File: src/rtl/spi_slv_pkg.sv
package spi_slv_pkg;

  typedef enum logic {
    SPI_M0 = 1'b0,
    SPI_M3 = 1'b1
  } spi_mode_e;

  // idle clock level at select time picks the mode
  function automatic spi_mode_e mode_from_idle(input logic idle_level);
    return idle_level ? SPI_M3 : SPI_M0;
  endfunction

endpackage

File: src/rtl/spi_slv_sync.sv
module spi_slv_sync #(
  parameter int W = 3,
  parameter int STAGES = 2,
  parameter logic [W-1:0] RST_VAL = '0
) (
  input  logic         clk,
  input  logic         rst_n,
  input  logic [W-1:0] d_in,
  output logic [W-1:0] d_out
);

  generate
    for (genvar g = 0; g < W; g++) begin : g_bit
      logic [STAGES-1:0] chain;
      always_ff @(posedge clk or negedge rst_n) begin
        if (!rst_n) chain <= {STAGES{RST_VAL[g]}};
        else        chain <= {chain[STAGES-2:0], d_in[g]};
      end
      assign d_out[g] = chain[STAGES-1];
    end
  endgenerate

endmodule

File: src/rtl/spi_slv_frame.sv
module spi_slv_frame
  import spi_slv_pkg::*;
(
  input  logic clk,
  input  logic rst_n,
  input  logic cs_s,
  input  logic sck_s,
  output logic start_ev,
  output logic end_ev,
  output logic rise_ev,
  output logic fall_ev,
  output logic in_frame,
  output logic mode_is3,
  output logic start_p,
  output logic end_p
);

  logic      cs_q;
  logic      sck_q;
  spi_mode_e mode;

  // cs_q resets to 0, so a fall needs a real high level seen first
  assign start_ev = cs_q & ~cs_s;
  assign end_ev   = ~cs_q & cs_s & in_frame;
  assign rise_ev  = in_frame & ~sck_q & sck_s;
  assign fall_ev  = in_frame & sck_q & ~sck_s;
  assign mode_is3 = (mode == SPI_M3);

  always_ff @(posedge clk or negedge rst_n) begin
    if (!rst_n) begin
      cs_q     <= 1'b0;
      sck_q    <= 1'b1;
      in_frame <= 1'b0;
      mode     <= SPI_M3;
      start_p  <= 1'b0;
      end_p    <= 1'b0;
    end else begin
      cs_q    <= cs_s;
      sck_q   <= sck_s;
      start_p <= start_ev;
      end_p   <= end_ev;
      if (start_ev) begin
        in_frame <= 1'b1;
        mode     <= mode_from_idle(sck_s);
      end else if (cs_s) begin
        in_frame <= 1'b0;
      end
    end
  end

  a_r2_mode_from_idle: assert property (@(posedge clk) disable iff (!rst_n)
    start_ev |=> (mode_is3 == $past(sck_s)));

  a_r7_end_after_start: assert property (@(posedge clk) disable iff (!rst_n)
    end_p |-> !start_p);

endmodule

File: src/rtl/spi_slv_rx.sv
module spi_slv_rx #(
  parameter int WORD_W = 8
) (
  input  logic              clk,
  input  logic              rst_n,
  input  logic              start_ev,
  input  logic              rise_ev,
  input  logic              sdi_s,
  output logic [WORD_W-1:0] rx_data,
  output logic              rx_valid
);

  localparam int CNT_W = $clog2(WORD_W);
  localparam logic [CNT_W-1:0] LAST = CNT_W'(WORD_W - 1);

  logic [WORD_W-1:0] sr;
  logic [CNT_W-1:0]  cnt;

  function automatic logic [CNT_W-1:0] next_cnt(input logic [CNT_W-1:0] c);
    return (c == LAST) ? '0 : c + 1'b1;
  endfunction

  function automatic logic [WORD_W-1:0] push_bit(input logic [WORD_W-1:0] s, input logic b);
    return {s[WORD_W-2:0], b};
  endfunction

  always_ff @(posedge clk or negedge rst_n) begin
    if (!rst_n) begin
      sr       <= '0;
      cnt      <= '0;
      rx_data  <= '0;
      rx_valid <= 1'b0;
    end else begin
      rx_valid <= 1'b0;
      if (start_ev) begin
        cnt <= '0;
      end else if (rise_ev) begin
        sr  <= push_bit(sr, sdi_s);
        cnt <= next_cnt(cnt);
        if (cnt == LAST) begin
          rx_data  <= push_bit(sr, sdi_s);
          rx_valid <= 1'b1;
        end
      end
    end
  end

  a_r3_valid_from_rise: assert property (@(posedge clk) disable iff (!rst_n)
    rx_valid |-> $past(rise_ev));

endmodule

File: src/rtl/spi_slv_tx.sv
module spi_slv_tx #(
  parameter int WORD_W = 8
) (
  input  logic              clk,
  input  logic              rst_n,
  input  logic              start_ev,
  input  logic              end_ev,
  input  logic              rise_ev,
  input  logic              fall_ev,
  input  logic [WORD_W-1:0] tx_byte,
  output logic              sdo,
  output logic              sdo_oe,
  output logic              tx_load
);

  localparam int CNT_W = $clog2(WORD_W);
  localparam logic [CNT_W-1:0] LAST = CNT_W'(WORD_W - 1);

  logic [WORD_W-1:0] sr;
  logic [CNT_W-1:0]  cnt;
  logic              rise_seen;
  logic              shift_ev;

  function automatic logic [CNT_W-1:0] next_cnt(input logic [CNT_W-1:0] c);
    return (c == LAST) ? '0 : c + 1'b1;
  endfunction

  // a falling edge before any rising edge (mode 3 lead-in) does not shift
  assign shift_ev = fall_ev & rise_seen;
  assign sdo      = sr[WORD_W-1];

  always_ff @(posedge clk or negedge rst_n) begin
    if (!rst_n) begin
      sr        <= '0;
      cnt       <= '0;
      rise_seen <= 1'b0;
      sdo_oe    <= 1'b0;
      tx_load   <= 1'b0;
    end else begin
      tx_load <= 1'b0;
      if (start_ev) begin
        sr        <= tx_byte;
        cnt       <= '0;
        rise_seen <= 1'b0;
        sdo_oe    <= 1'b1;
        tx_load   <= 1'b1;
      end else begin
        if (end_ev)  sdo_oe    <= 1'b0;
        if (rise_ev) rise_seen <= 1'b1;
        if (shift_ev) begin
          cnt <= next_cnt(cnt);
          if (cnt == LAST) begin
            sr      <= tx_byte;
            tx_load <= 1'b1;
          end else begin
            sr <= {sr[WORD_W-2:0], 1'b0};
          end
        end
      end
    end
  end

  a_r5_load_needs_edge: assert property (@(posedge clk) disable iff (!rst_n)
    tx_load |-> ($past(start_ev) || $past(shift_ev)));

endmodule

File: src/rtl/spi_autodetect_slave.sv
module spi_autodetect_slave #(
  parameter int WORD_W = 8,
  parameter int SYNC_STAGES = 2
) (
  input  logic              clk,
  input  logic              rst_n,
  input  logic              cs_n_pin,
  input  logic              sck_pin,
  input  logic              sdi_pin,
  input  logic [WORD_W-1:0] tx_byte,
  output logic              sdo,
  output logic              sdo_oe,
  output logic              mode_is3,
  output logic              frame_start,
  output logic              frame_end,
  output logic [WORD_W-1:0] rx_data,
  output logic              rx_valid,
  output logic              tx_load
);

  localparam int PIN_N = 3;
  localparam logic [PIN_N-1:0] PIN_RST = 3'b010; // {sdi, sck, cs}

  logic [PIN_N-1:0] pins_s;
  logic cs_s, sck_s, sdi_s;
  logic start_ev, end_ev, rise_ev, fall_ev, in_frame;

  spi_slv_sync #(.W(PIN_N), .STAGES(SYNC_STAGES), .RST_VAL(PIN_RST)) u_sync (
    .clk   (clk),
    .rst_n (rst_n),
    .d_in  ({sdi_pin, sck_pin, cs_n_pin}),
    .d_out (pins_s)
  );

  assign cs_s  = pins_s[0];
  assign sck_s = pins_s[1];
  assign sdi_s = pins_s[2];

  spi_slv_frame u_frame (
    .clk      (clk),
    .rst_n    (rst_n),
    .cs_s     (cs_s),
    .sck_s    (sck_s),
    .start_ev (start_ev),
    .end_ev   (end_ev),
    .rise_ev  (rise_ev),
    .fall_ev  (fall_ev),
    .in_frame (in_frame),
    .mode_is3 (mode_is3),
    .start_p  (frame_start),
    .end_p    (frame_end)
  );

  spi_slv_rx #(.WORD_W(WORD_W)) u_rx (
    .clk      (clk),
    .rst_n    (rst_n),
    .start_ev (start_ev),
    .rise_ev  (rise_ev),
    .sdi_s    (sdi_s),
    .rx_data  (rx_data),
    .rx_valid (rx_valid)
  );

  spi_slv_tx #(.WORD_W(WORD_W)) u_tx (
    .clk      (clk),
    .rst_n    (rst_n),
    .start_ev (start_ev),
    .end_ev   (end_ev),
    .rise_ev  (rise_ev),
    .fall_ev  (fall_ev),
    .tx_byte  (tx_byte),
    .sdo      (sdo),
    .sdo_oe   (sdo_oe),
    .tx_load  (tx_load)
  );

  a_r6_oe_only_in_frame: assert property (@(posedge clk) disable iff (!rst_n)
    sdo_oe |-> in_frame);

  a_r4_sdo_moves_on_fall: assert property (@(posedge clk) disable iff (!rst_n)
    ($past(in_frame) && in_frame && !$past(fall_ev)) |-> $stable(sdo));

  a_r5_load_at_start: assert property (@(posedge clk) disable iff (!rst_n)
    start_ev |=> tx_load);

endmodule

File: config.mk
export PLATFORM = sky130hd
export DESIGN_NAME = spi_autodetect_slave
export DESIGN_NICKNAME = d
export VERILOG_FILES = /design/src/rtl/spi_slv_pkg.sv /design/src/rtl/spi_slv_sync.sv /design/src/rtl/spi_slv_frame.sv /design/src/rtl/spi_slv_rx.sv /design/src/rtl/spi_slv_tx.sv /design/src/rtl/spi_autodetect_slave.sv
export SDC_FILE = /design/constraint.sdc
export NUM_CORES = 1
export LEC_CHECK = 0
export BUFFER_PORTS_ARGS = -buffer_cell sky130_fd_sc_hd__buf_2
export CORE_MARGIN = 4
export CORE_UTILIZATION = 40
export CTS_CLUSTER_SIZE = 25
export DETAILED_ROUTE_END_ITERATION = 12
export PLACE_DENSITY = 0.7
export SLEW_MARGIN = 15
export SYNTH_ARGS = -nofsm -noshare
export SYNTH_HDL_FRONTEND = slang
export SYNTH_SLANG_ARGS = --single-unit
File: constraint.sdc
create_clock -name clk -period 1.85 [get_ports clk]
set_input_delay 0.185 -clock clk [delete_from_list [all_inputs] [get_ports clk]]
set_output_delay 0.185 -clock clk [all_outputs]
set_load 0.005 [all_outputs]
==> results of run 1 <==
==> state kept, by name, summed over array words and instances, names as in the netlist <==
register            flops
u_sync.g_bit.chain      6
u_tx.cnt                3
u_tx.sdo_oe             1
u_rx.rx_valid           1
u_tx.sr                 8
u_frame.in_frame        1
u_rx.sr                 7
u_rx.cnt                3
u_frame.start_p         1
u_frame.mode_is3        1
u_frame.sck_q           1
u_rx.rx_data            8
u_frame.cs_q            1
u_tx.tx_load            1
u_tx.rise_seen          1
u_frame.end_p           1
==> synthesized netlist by cell type (2+ instances only) <==
| cell | count | area, um2 |
|---|---|---|
| dfrtp_1 | 41 | 1030 |
| nor2_1 | 9 | 33.8 |
| mux2_1 | 8 | 90.1 |
| nand2_1 | 8 | 30.0 |
| nand3_1 | 8 | 40.0 |
| a31oi_1 | 7 | 43.8 |
| mux2_2 | 7 | 78.8 |
| nor3_1 | 7 | 35.0 |
| o21ai_0 | 6 | 30.0 |
| a21oi_1 | 4 | 20.0 |
| dfstp_2 | 4 | 105 |
| ha_1 | 4 | 50.1 |
| buf_2 | 3 | 15.0 |
| inv_1 | 3 | 11.3 |
| mux2i_1 | 3 | 30.0 |
| and3b_1 | 2 | 17.5 |
| buf_6 | 2 | 22.5 |
| o21ai_1 | 2 | 10.0 |
==> power breakdown <==
part	total [mW]	internal (mW)	switching (mW)
logic	0.202	0.104	0.0981
registers	1.15	1.09	0.0660
clock network	0.620	0.302	0.317
==> worst paths after layout <==
| path | to | depth (start not counted) |
|---|---|---|
| max | u_tx.sr[0] | 4 |
| min | u_tx.sr[7] | 3 |
| max reg2reg | u_tx.sr[0] | 4 |
| min reg2reg | u_sync.g_bit[2].chain[1] | 0 |
| max in group asynchronous | u_sync.g_bit[1].chain[0] | 3 |
| min in group asynchronous | u_tx.cnt[0] | 2 |
==> per-stage QoR <==
step	cell area (um2)	worst slack [ps]	utilization	hold slack, ps
after CTS	2100	268	0.486	163
after global placement	1960	349	0.454	148
after global routing	2100	154	0.486	186
final	2100	258	0.486	172
after detailed placement	1960	293	0.454	169
after floorplan	1780	487	-	-111
==> logic make-up after synthesis <==
kind of cell             count (synthesis)  share of synthesized area
flip-flops                              45                      0.634
AND/OR/NAND/NOR                         42                      0.129
AO/OA/AOI/OAI                           20                     0.0625
multiplexers                            18                      0.112
buffers and inverters                   10                     0.0344
adder cells (fa/ha/maj)                  4                     0.0281
==> placed cells by master, fill, tap and decap left out <==
master	n
mux2_1	8
a21o_1	1
nand3_1	8
nor3_1	7
and3b_1	2
nand3_4	1
clkbuf_8	6
or3_1	1
nor2_1	9
buf_4	3
and4b_1	1
nand3b_1	1
mux2i_1	3
nor2_4	1
dfrtp_1	41
mux2_2	7
or2_1	1
dfstp_2	4
nand2_1	8
clkinv_4	1
o21ai_1	2
buf_2	27
ha_1	4
a31oi_1	7
inv_6	1
nand2b_1	1
a21oi_1	4
dlygate4sd3_1	4
nand2b_2	1
o21ai_0	6
inv_1	3
clkinv_2	1
==> layer usage <==
layer / wire [um] / up-vias
li1: - / 555
met1: 1400 / 566
met2: 1560 / 38
met3: 208 / 8
met4: 68 / 0
met5: 0 / -
==> critical path: cells and delay by family, from the launching register on <==
| kind | cells | cell delay, ps |
|---|---|---|
| muxes | 1 | 240 |
| DFF | 1 | 400 |
| buffers and inverters | 1 | 240 |
| and+or+nand+nor | 2 | 630 |
==> final cells by class <==
type | count | area share
inverter | 4 | 0.00953
clock inverter | 2 | 0.00655
timing repair buffer | 34 | 0.0941
clock buffer | 6 | 0.0393
sequential | 45 | 0.538
multi-input combinational | 84 | 0.281
tap | 52 | 0.0310
==> repair_timing <==
| action | 4_1_cts | 5_1_grt |
|---|---|---|
| resized for setup | 0 | 0 |
| endpoints found under the hold margin | 22 | 0 |
| hold buffers | 4 | 0 |
| setup endpoints to repair | 0 | 0 |
==> summary.txt, run 1 <==
Logic synthesis
  • Synth cell types: 29
  • Dominant synthesized flop cell: dfrtp_1
  • Syn Nets: between 150 and 200
  • Mapped Avg Cell Area: roughly 13 um2
  • Ys Warns: 0
  • Async set-or-reset flop fraction in the synthesized netlist: 1.00
  • Register bit total from synthesis: 45
  • Post-synth EDFFs: 0
  • Synth Cell Area: roughly 0.0018 mm2
  • Sequential fraction of the synthesis area: 0.634
  • Cells after Synth: 139

STA
  • Final hold vios: 0
  • Fmax: 628 MHz
  • Period utilisation layout: 0.861
  • RSZ-0062 raised after global routing: false
  • Final Skew: roughly 6.9 ps
  • Worst slew pin tran: between 400 and 500 ps
  • Final setup vio count: 0
  • TNS Setup: 0 ps
  • Slew margin rel.: 0.679
  • Max-slew violation count: 0
  • Tmin final: 1590 ps

Worst setup path
  • Worst path cell trace: nand2b_2 > inv_6 > or2_1 > mux2i_1
  • Slowest CP cell: dfrtp_1
  • Setup CP Type: register to register
  • Flop-to-flop setup slack: between 200 and 300 ps
  • Type of origin of the critical path: register
  • Crit path capture type: register
  • Crit-path max FO: 28
  • Peak per-stage delay on the critical path: 400 ps
  • Worst r2r src: u_sync.g_bit[0].chain[1]
  • CP Launch Point: u_sync.g_bit[0].chain[1]
  • CP required: 2060 ps
  • WP data arrival: 1810 ps

CTS
  • # clock sinks: between 40 and 50
  • H-tree depth: 2
  • Max Root-Sink Buffers: 2
  • Later-pin clock latency in the skew report: about 300 ps
  • CTS tree: done
  • Setup repair bufs after CTS: 0
  • Num CTS Buffers: 5
  • Clock Pin Slew Worst Setup and Hold Paths: about 80 ps
  • CTS root buf: clkbuf_8

GRT
  • First-pass GRT wire length: ~5.6 mm
  • Top Usage Layer GRT: met2
  • Gr ovfl total: 0
  • Met1 Use GR: 0.158
  • Met3 Usage GRT: 0.0454
  • Total GRT Usage: 0.134
  • Vias in the first global route: between 1,000 and 1,500
  • Grt met2 use: 0.217
  • Largest net degree at the start of global routing: 29
  • Initial antenna violation count: 0

Power
  • Peak supply drop: roughly 0.49 mV
  • Pwr Total: between 1.5 and 2 mW
  • Lkg Pwr: approximately 1.1 nW
  • Pwr Density: 940 mW/mm2

Routing
  • Drt total wl: 3.24 mm
  • Routed Antenna Nets: 0
  • Avg Vias per Cell: between 5 and 6
  • DR iter-0 viols: 45
  • DR pass1 iterations: 4
  • Remaining DRCs: 0
  • Avg WL per Cell: about 14 um
  • DR vias: ~1,200

Worst hold path
  • Worst Min Path Start: tx_byte[7]
  • Hold/Removal Path Class: primary input to register

Floorplan
  • Total I/O pin count: 28
  • Initial core utilization: 0.412
  • Die area: roughly 0.0056 mm2
  • # rows: 24
  • Die Y: ~75 um
  • Core footprint: approximately 0.0043 mm2
  • Die extent in x: 74.8 um

Cells and area
  • Sequential Area: roughly 0.0011 mm2
  • Post-Layout Cell Count: 227
  • Count of nets after finishing: ~190
  • Diode count: 0
  • Multi-input logic area: 591 um2
  • Layout cells sized above 1: 0.303
  • Area growth, synth to finish: 17.8%
  • Fill count: around 410

Place
  • Routability cong.: just under 0.9
  • DP Cell Count: between 200 and 250
  • I/O Buffers: 27
  • DP Wirelength: 2.30 mm

Outcome
  • Status: finished clean

Flow run
  • Max-Cap Viols: 0
Power figures use the tool's default switching activity.
==> inputs of run 2 (changes only) <==
PLACE_DENSITY = unset   (was 0.7)
==> run 2 against run 1 <==
Against the previous run: maximum frequency grew 3.5%; global-route usage shrank 0.62 points; critical path depth is the same; critical path type unchanged; largest cell class unchanged.
==> summary.txt, run 2 (synthesis results as in run 1) <==
Worst setup path
  • Type of origin of the critical path: register
  • R2R cell count: 4
  • Peak per-stage delay on the critical path: about 400 ps
  • Crit-path max FO: 28
  • Worst path cell trace: nand2b_2 > inv_6 > or2_1 > mux2i_1
  • Setup CP Type: register to register
  • FF-to-FF End: u_tx.sr[0]
  • Worst r2r src: u_sync.g_bit[0].chain[1]
  • Crit path capture type: register
  • Flop-to-flop setup slack: 310 ps
  • WP data arrival: between 1500 and 2000 ps
  • CP required: 2080 ps
  • Slowest CP cell: dfrtp_1

Floorplan
  • Core footprint: between 0.004 and 0.005 mm2
  • Die area: roughly 0.0056 mm2
  • Die extent in x: roughly 75 um
  • Initial core utilization: 0.412
  • # rows: 24
  • Die Y: roughly 75 um
  • Total I/O pin count: 28

Outcome
  • Status: finished clean

Worst hold path
  • Worst hold path stage count: 3
  • Hold path endpoint: u_tx.sr[0]
  • Hold/Removal Path Class: primary input to register
  • Worst Min Path Start: tx_byte[0]

CTS
  • Num CTS Buffers: 5
  • CTS tree: done
  • Setup repair bufs after CTS: 0
  • Post_cts resized: 0
  • # clock sinks: between 40 and 50
  • Later-pin clock latency in the skew report: 300 ps
  • CTS root buf: clkbuf_8
  • H-tree depth: 2
  • Max Root-Sink Buffers: 2
  • Clock Pin Slew Worst Setup and Hold Paths: 90 ps

Power
  • Clk pwr share: 0.312
  • NetSw: approximately 0.46 mW
  • P_int: 1.50 mW
  • Lkg Pwr: roughly 1.0 nW
  • Pwr Total: about 2.0 mW
  • Peak supply drop: around 0.46 mV
  • Fraction of power spent switching nets: 0.236
  • Reg power frac: 0.587
  • Combinational Power Share: 0.101
  • Pwr Density: between 900 and 1000 mW/mm2

Cells and area
  • Sequential Area: between 0.001 and 0.0015 mm2
  • Commonest non-fill, non-tap cell in the layout: dfrtp_1
  • Layout cells sized above 1: 0.287
  • Most frequent cells in the layout: dfrtp_1, buf_2, nor2_1
  • Regs by FF count: u_rx.rx_data (8), u_tx.sr (8), u_rx.sr (7)
  • Final design utilization: 0.486
  • Area growth, synth to finish: 17.8%
  • Diode count: 0
  • Count of nets after finishing: 190
  • Multi-input logic area: 591 um2
  • Fill count: ~430

STA
  • Final setup vio count: 0
  • Final Skew: 12.7 ps
  • Worst slew pin tran: slightly above 500 ps
  • TNS Setup: 0 ps
  • RSZ-0062 raised after global routing: false
  • Tmin final: roughly 1500 ps
  • Max-slew violation count: 0
  • Slew margin rel.: 0.665
  • Final hold vios: 0
  • Period utilisation layout: 0.832
  • Fmax: 650 MHz

Place
  • Routability cong.: between 0.7 and 0.8
  • DP Wirelength: 2.11 mm
  • I/O Buffers: 27

Routing
  • Routed Antenna Nets: 0
  • Avg Vias per Cell: slightly above 5
  • Drt total wl: 3.06 mm
  • Avg WL per Cell: 13.5 um
  • DR iter-0 viols: 63
  • DR pass1 iterations: 4
  • DR vias: around 1,200
  • Remaining DRCs: 0

GRT
  • Gr ovfl total: 0
  • Largest net degree at the start of global routing: 29
  • Initial antenna violation count: 0
  • Total GRT Usage: 0.127
  • First-pass GRT wire length: approximately 5.3 mm
  • Vias in the first global route: ~1,200

Flow run
  • Max-Cap Viols: 0
[run 2: power by group through the flow]
| stage | registers [mW] | clock network [mW] | logic, mW |
|---|---|---|---|
| global route | 1.16 | 0.676 | 0.229 |
| CTS | 1.15 | 0.640 | 0.203 |
| finish | 1.15 | 0.612 | 0.197 |
| global placement | 1.17 | 0 | 0.188 |
| floorplan | 1.15 | 0 | 0.132 |
| detailed placement | 1.17 | 0 | 0.195 |
[run 2: what timing repair did]
action,in CTS,in global routing
setup endpoints to repair,0,0
endpoints found under the hold margin,22,0
hold buffers,4,0
[run 2: worst max path at each step]
stage                     depth (start not counted)  slack, ps    endpoint                     start
after floorplan                                   3        490  u_rx.sr[0]  u_sync.g_bit[1].chain[1]
after CTS                                         4        290  u_tx.sr[0]  u_sync.g_bit[0].chain[1]
after global placement                            4        340  u_tx.sr[0]  u_sync.g_bit[0].chain[1]
after global routing                              5        160  u_tx.sr[2]               u_tx.cnt[0]
after detailed placement                          4        310  u_tx.sr[0]  u_sync.g_bit[0].chain[1]
final                                             4        310  u_tx.sr[0]  u_sync.g_bit[0].chain[1]
[run 2: final cells by class]
type                            count  share of cell area
Multi-Input combinational cell     84               0.281
Timing Repair Buffer               33              0.0965
Sequential cell                    45               0.539
Tap cell                           52              0.0310
Clock buffer                        8              0.0429
Inverter                            4             0.00954
[run 2: through the flow]
step / cells / setup slack [ps] / hold WS [ps] / area [um2]
floorplan: 139 / 487 / -111 / 1780
global placement: 214 / 342 / 175 / 1970
detailed placement: 214 / 314 / 184 / 1970
CTS: 226 / 293 / 145 / 2100
global route: 226 / 163 / 180 / 2100
finish: 226 / 311 / 149 / 2100
[run 2: critical path: cells and delay by family, from the launching register on]
| family | cells | cell delay (ps) |
|---|---|---|
| muxes | 1 | 210 |
| DFF | 1 | 400 |
| buffers and inverters | 1 | 240 |
| and+or+nand+nor | 2 | 630 |
[run 2: metal layers]
metal  track usage  up-vias  part of all wire
met3        0.0441        6             0.052
met4        0.0534        0             0.017
met5             0        -                 0
li1              -      554                 -
met1         0.156      578              0.45
met2         0.205       30              0.48
